[src/rtl/wide_key_asm.sv]
module wide_key_asm #(
  parameter int BEAT_W = 72,
  parameter int BEATS  = 4
) (
  input  logic                      clk,
  input  logic                      rst_n,
  input  logic                      cmd_vld,
  input  logic [10:0]               cmd,
  input  logic [BEAT_W-1:0]         dq,
  output logic [BEAT_W*BEATS-1:0]   key,
  output logic [3:0]                mpair_hi,
  output logic [3:0]                mpair_lo,
  output logic [2:0]                rslt_sel,
  output logic [2:0]                addr_top,
  output logic                      srch_rdy,
  output logic                      proto_err
);
  localparam int KEY_W = BEAT_W * BEATS;
  localparam logic [1:0] S_IDLE = 2'd0, S_A = 2'd1, S_B = 2'd2, S_C = 2'd3;

  logic [1:0]            state;
  logic [KEY_W-1:BEAT_W] stage;
  logic [3:0]            hi_q, lo_q;
  logic [2:0]            addr_q;

  wire       beat = cmd_vld && (cmd[1:0] == 2'b10);
  wire       wide = cmd[2];
  wire [3:0] idx  = {cmd[10], cmd[5:3]};

  always_ff @(posedge clk) begin
    if (!rst_n) begin
      state     <= S_IDLE;
      stage     <= '0;
      hi_q      <= '0;
      lo_q      <= '0;
      addr_q    <= '0;
      key       <= '0;
      mpair_hi  <= '0;
      mpair_lo  <= '0;
      rslt_sel  <= '0;
      addr_top  <= '0;
      srch_rdy  <= 1'b0;
      proto_err <= 1'b0;
    end else begin
      srch_rdy  <= 1'b0;
      proto_err <= 1'b0;
      case (state)
        S_IDLE: if (beat && wide) begin
          stage[KEY_W-1 -: BEAT_W] <= dq;
          hi_q  <= idx;
          state <= S_A;
        end
        S_A: if (beat) begin
          stage[KEY_W-BEAT_W-1 -: BEAT_W] <= dq;
          state <= S_B;
        end else begin
          proto_err <= 1'b1;
          state     <= S_IDLE;
        end
        S_B: if (!beat) begin
          proto_err <= 1'b1;
          state     <= S_IDLE;
        end else if (wide) begin
          proto_err <= 1'b1;
          stage[KEY_W-1 -: BEAT_W] <= dq;
          hi_q  <= idx;
          state <= S_A;
        end else begin
          stage[KEY_W-2*BEAT_W-1 -: BEAT_W] <= dq;
          lo_q   <= idx;
          addr_q <= cmd[8:6];
          state  <= S_C;
        end
        S_C: if (beat) begin
          key      <= {stage, dq};
          mpair_hi <= hi_q;
          mpair_lo <= lo_q;
          addr_top <= addr_q;
          rslt_sel <= cmd[8:6];
          srch_rdy <= 1'b1;
          state    <= S_IDLE;
        end else begin
          proto_err <= 1'b1;
          state     <= S_IDLE;
        end
        default: state <= S_IDLE;
      endcase
    end
  end
endmodule

[config.mk]
export PLATFORM = sky130hd
export DESIGN_NAME = wide_key_asm
export DESIGN_NICKNAME = d
export VERILOG_FILES = /design/src/rtl/wide_key_asm.sv
export SDC_FILE = /design/constraint.sdc
export NUM_CORES = 1
export LEC_CHECK = 0
export BUFFER_PORTS_ARGS = -buffer_cell sky130_fd_sc_hd__buf_4
export CAP_MARGIN = 25
export CELL_PAD_IN_SITES_DETAIL_PLACEMENT = 1
export CELL_PAD_IN_SITES_GLOBAL_PLACEMENT = 1
export CORE_ASPECT_RATIO = 0.8
export CORE_MARGIN = 4
export CORE_UTILIZATION = 42
export DETAILED_ROUTE_END_ITERATION = 6
export GPL_TIMING_DRIVEN = 0
export PLACE_DENSITY_LB_ADDON = 0.1
export SYNTH_ARGS = -nofsm -noshare
export SYNTH_HDL_FRONTEND = slang
export SYNTH_SLANG_ARGS = --single-unit
export TNS_END_PERCENT = 5
[constraint.sdc]
create_clock -name clk -period 1.8 [get_ports clk]
set_clock_uncertainty 0.1 [all_clocks]
set_input_delay 0.09 -clock clk [delete_from_list [all_inputs] [get_ports clk]]
set_output_delay 0.09 -clock clk [all_outputs]
set_load 0.005 [all_outputs]
# Word-level counts from Yosys, hierarchy flattened
# Index checks and enable logic that the tools add are counted.
dict set report classes {
  add_sub_neg 0
  multipliers 0
  div_mod_pow 0
  order_cmp 0
  eq_ne 7
  n_shift 0
  mux 18
  n_bitwise 1
  n_reduce_logical 10
}
# operator n
set op_table {}
lappend op_table {{$mux 72} 3}
lappend op_table {{$pmux 72 s2} 1}
lappend op_table {{$mux 4} 3}
lappend op_table {{$mux 2} 4}
lappend op_table {{$pmux 2 s4} 1}
lappend op_table {{$pmux 4 s2} 1}
lappend op_table {{$eq 2x2->1 const B} 3}
lappend op_table {{$ne 2x2->1 const B} 3}
lappend op_table {{$reduce_and 2->1} 3}
lappend op_table {{$mux 1} 4}
lappend op_table {{$reduce_and 4->1} 1}
lappend op_table {{$reduce_and 3->1} 1}
lappend op_table {{$eq 2x1->1 const B} 1}
lappend op_table {{$logic_and 1x1->1} 2}
lappend op_table {{$logic_not 2->1} 1}
lappend op_table {{$pmux 1 s2} 1}
lappend op_table {{$reduce_bool 2->1} 1}
lappend op_table {{$reduce_or 2->1} 1}
lappend op_table {{$not 1->1} 1}
dict set report word_totals {
  regBits 533
  latchBits 0
  mem_bits_rw 0
  mem_bits_ro 0
  mem_count 0
}

# Longest topological paths before layout
dict set report depth {
  depth_word 5
  depth_mapped 6
  ltp_nobuf 3
}

# Worst setup path after synthesis
# No wires, ideal clock.
dict set report synth_path {
  path_type {register to register}
  from {register state[0]}
  to {register stage[247] (netlist name)}
  arrival_ps 1201
  t_required_ps 1628
  path_slack_ps 427
  path_stages_with_launch 6
  path_buffers 2
  synth_period_minus_slack_ps 1373
  path_cell_list {dfxtp_1 -> nand2b_1 -> nor2_1 -> buf_4 -> buf_4 -> mux2i_1}
}
dict set report synth_via {
  elab_chain_len 3
}
# element line
set synth_lines {}
lappend synth_lines {{start: declaration} 21} ;# logic [1:0] state;
lappend synth_lines {{start signal: assignment} 32} ;# state <= S_IDLE;
lappend synth_lines {{start signal: assignment} 51} ;# state <= S_A;
lappend synth_lines {{start signal: assignment} 55} ;# state <= S_B;
lappend synth_lines {{$eq 2x2->1 or $logic_not 2->1 (tied branches)} 47} ;# case (state)
lappend synth_lines {{$ne 2x2->1 (no line) or $reduce_bool 2->1 (tied branches)} -}
lappend synth_lines {{$reduce_and 4->1 (no line)} -}
lappend synth_lines {{end signal: indexed assignment} 49} ;# stage[KEY_W-1 -: BEAT_W] <= dq;
lappend synth_lines {{end signal: indexed assignment} 54} ;# stage[KEY_W-BEAT_W-1 -: BEAT_W] <= dq;
lappend synth_lines {{end signal: indexed assignment} 65} ;# stage[KEY_W-1 -: BEAT_W] <= dq;
lappend synth_lines {{end: declaration} 22} ;# logic [KEY_W-1:BEAT_W] stage;
# Parallel ways exist; a longest one is shown, timed or not.
# A chain may end at the register's enable or synchronous reset.

# Worst setup path in the final report
dict set report layout_path {
  from {input port cmd[0]}
  to {register addr_top[0]}
}
dict set report layout_via {
  elab_chain_len 3
}
# element line
set layout_lines {}
lappend layout_lines {{start: declaration} 8} ;# input logic [10:0] cmd,
lappend layout_lines {{$eq 2x2->1} 26} ;# wire beat = cmd_vld && (cmd[1:0] == 2'b10);
lappend layout_lines {{$logic_and 1x1->1} 26}
lappend layout_lines {{$reduce_and 2->1 (no line)} -}
lappend layout_lines {{end signal: assignment} 78} ;# addr_top <= addr_q;
lappend layout_lines {{end: declaration} 14} ;# output logic [2:0] addr_top,
# Every way passes these cells.

==> results.cfg <==
[status]
status = complete, no violations

[worst_setup_path]
critical_path.max_fanout = 10
r2r_slack_ns = 0.14
cp_cell_sequence = dlygate4sd3_1 > buf_4 > and3b_1 > and3_1 > buf_6 > buf_8 > buf_6 > mux2i_1
crit_slowest_cell = dlygate4sd3_1
critical-path-max-stage-delay_ns = 0.54
worstPathArrival_ns = 2.12
critPathTopFamily = buffers and inverters
cp_num_buf_inv = 5
worst-setup-path-type = input port to flop
cp_data_required_time_ns = 2.20
start_kind = input port
critPathMostFrequentCell = buf_6
end_kind = flop

[worst_hold_path]
hp-class = input port to flop

[yosys]
synth_seq_cells = 533
netlist.area_leader.share_pct = 55.79
yosys.cell_types.count = 20
synth.cell_area_mm2 = 0.01913
ys_seq_area_share_pct = 55.79
synth_area_leaders = dfxtp_1 (56%), mux2i_1 (28%), nand2_1 (12%), buf_6 (1.8%), clkbuf_1 (1.1%)
syn_inst = 1813
synth_warnings = 0
yosysTopAreaCell = dfxtp_1
postSynthAreaPerCell_um2 = 10.55
syn_nets = 1899

[power]
p_leak_nw = 10.26
power.switching_mw = 5.221
p_total_mw = 23.71
pwr-share-clk_pct = 46.2
p_sw_share_pct = 22.02
p_int_mw = 18.49
ir_drop_mv = 0.8398
p_comb_share_pct = 3.9
seqPwrFrac_pct = 50.0
power_density_mw_per_mm2 = 933.5

[sta]
setup_ws_ns = 0.07690
finalSetupViolations = 0
maxSlewHeadroom_pct = 36.93
hold_viol_final = 0
timing.final.crit_share_pct = 95.73
final.setup.tns_ns = 0
drv_slew = 0
max_clock_freq_mhz = 580.4
period_minus_slack_ns = 1.723
tightestPinTransition_ns = 0.9461
rsz0062_at_grt = no

[final_layout]
fin_area_mm2 = 0.02540
layout_common_cells = nand2_1 (610), dfxtp_1 (533), mux2i_1 (529)
final_nets = 2429
area_growth_pct = 32.80
antenna-diode-count = 0
drive_gt1_share_pct = 22.57
layout_commonest_cell = nand2_1

[global_route]
grt_util_all_layers_pct = 24.61
grt_max_degree = 14
grt.overflow.total = 0
grt_pass1_vias = 15980
antenna_found_initial = 1
grt_pass1_wl_um = 93910

[clocking]
clock_sinks = 533
cts_tree = built
cts_max_level = 2
cts.clk_slew.worst_paths_ns = 0.06
cts_buffers = 53
clock_latency_ns = 0.58
cts_root_buffer = clkbuf_16
cts_buffer_depth = 3

[routing]
vias = 14740
viasPerCell = 4.942
wire_per_inst_um = 20.83
drtAntennaViolNets = 0
drt_pass1_iterations = 4
remaining_drc_errors = 0
postRouteWirelength_um = 62130
drt_iter0_drc = 483

[die]
die_w_um = 246.6
pin_count = 390
placeableCoreArea_mm2 = 0.04472
rows = 69
die_h_um = 198.9
start_util_pct = 42.77
die_area_mm2 = 0.04904

[place]
dpl_cell_area_mm2 = 0.02282
portBuffers = 387
hpwlAfterDp_um = 44200
gp_congestion = 0.7936
preCtsSetupSlack_ns = -0.3260

[run]
maxCapViolations = 0
==> power groups by stage <==
| stage | clock network [mW] | logic [mW] | registers, mW |
|---|---|---|---|
| after floorplan | 0 | 0.355 | 12.1 |
| after global placement | 0 | 0.742 | 12.1 |
| after detailed placement | 0 | 0.763 | 12.1 |
| after CTS | 11.2 | 0.917 | 11.8 |
| after global routing | 11.7 | 0.992 | 11.8 |
| final | 10.9 | 0.920 | 11.8 |
==> layer usage <==
| metal | vias to the layer above | GRT usage (%) | share of wire (%) |
|---|---|---|---|
| met4 | 2 | 6.616 | 2.2 |
| met2 | 300 | 43.67 | 50 |
| met5 | - | 0 | 0.011 |
| met1 | 7301 | 30.03 | 42 |
| li1 | 7055 | - | - |
| met3 | 80 | 5.930 | 5.8 |
==> through the flow <==
stage | hold WS, ns | cells | util [%]
final | 0.1682 | 2982 | 56.80
after global routing | 0.2078 | 2982 | 56.80
after CTS | 0.1265 | 2982 | 56.78
after detailed placement | 0.2814 | 2805 | 51.02
after global placement | 0.2721 | 2803 | 50.95
after floorplan | 0.1515 | 1813 | -
==> cell usage after synthesis (all sizes together) <==
| library cell | count |
|---|---|
| mux2i | 529 |
| o21ai | 1 |
| nand2b | 2 |
| and3b | 1 |
| nand3 | 1 |
| and3 | 1 |
| and2 | 1 |
| dfxtp | 533 |
| nand3b | 1 |
| nor3 | 1 |
| nor2 | 4 |
| a21oi | 2 |
| clkbuf | 55 |
| buf | 71 |
| nand2 | 610 |
==> tightest hold or removal path, stage by stage <==
cell and delay, ns:
buf_2 0.15, clkbuf_1 0.25, nand2_1 0.22, mux2i_1 0.08
==> flip-flops by register name (all words and copies together) (netlist names) <==
| register | cells |
|---|---|
| addr_q | 3 |
| addr_top | 3 |
| hi_q | 4 |
| key | 288 |
| lo_q | 4 |
| mpair_hi | 4 |
| mpair_lo | 4 |
| proto_err | 1 |
| rslt_sel | 3 |
| srch_rdy | 1 |
| stage | 216 |
| state | 2 |
==> cell type report <==
type	count	area, um2
Tap cell	603	754.5
Clock buffer	84	1633
Buffer	126	793.3
Timing Repair Buffer	475	3801
Clock inverter	7	66.31
Multi-Input combinational cell	1154	7681
Sequential cell	533	10670
Fill cell	4911	19320
==> cell families after synthesis <==
kind of cell	count (synthesis)	synth area share, %
compound gates	3	0.07848
flops	533	55.79
mux	529	27.69
simple gates	622	12.33
buf+inv	126	4.115
==> path summary, 6_finish.rpt <==
check | from | end | depth (start not counted)
hold reg to reg | key[64]$_SDFFE_PN0P_ | key[64]$_SDFFE_PN0P_ | 2
setup / recovery | cmd[0] | addr_top[0]$_SDFFE_PN0P_ | 8
hold / removal | rst_n | stage[75]$_SDFFE_PN0P_ | 4
setup reg to reg | state[0]$_SDFFE_PN0P_ | stage[141]$_SDFFE_PN0P_ | 6
==> what timing repair did <==
item                                    CTS  global route
endpoints found under the setup margin  113            40
hold buffers                             83             0
pin swaps                                 1             0
gates resized for setup                   3             2
hold endpoints to repair                305             0
cloned                                    0             0
setup buffers                             3             0
Note: power is estimated with default switching activity, not from simulation.
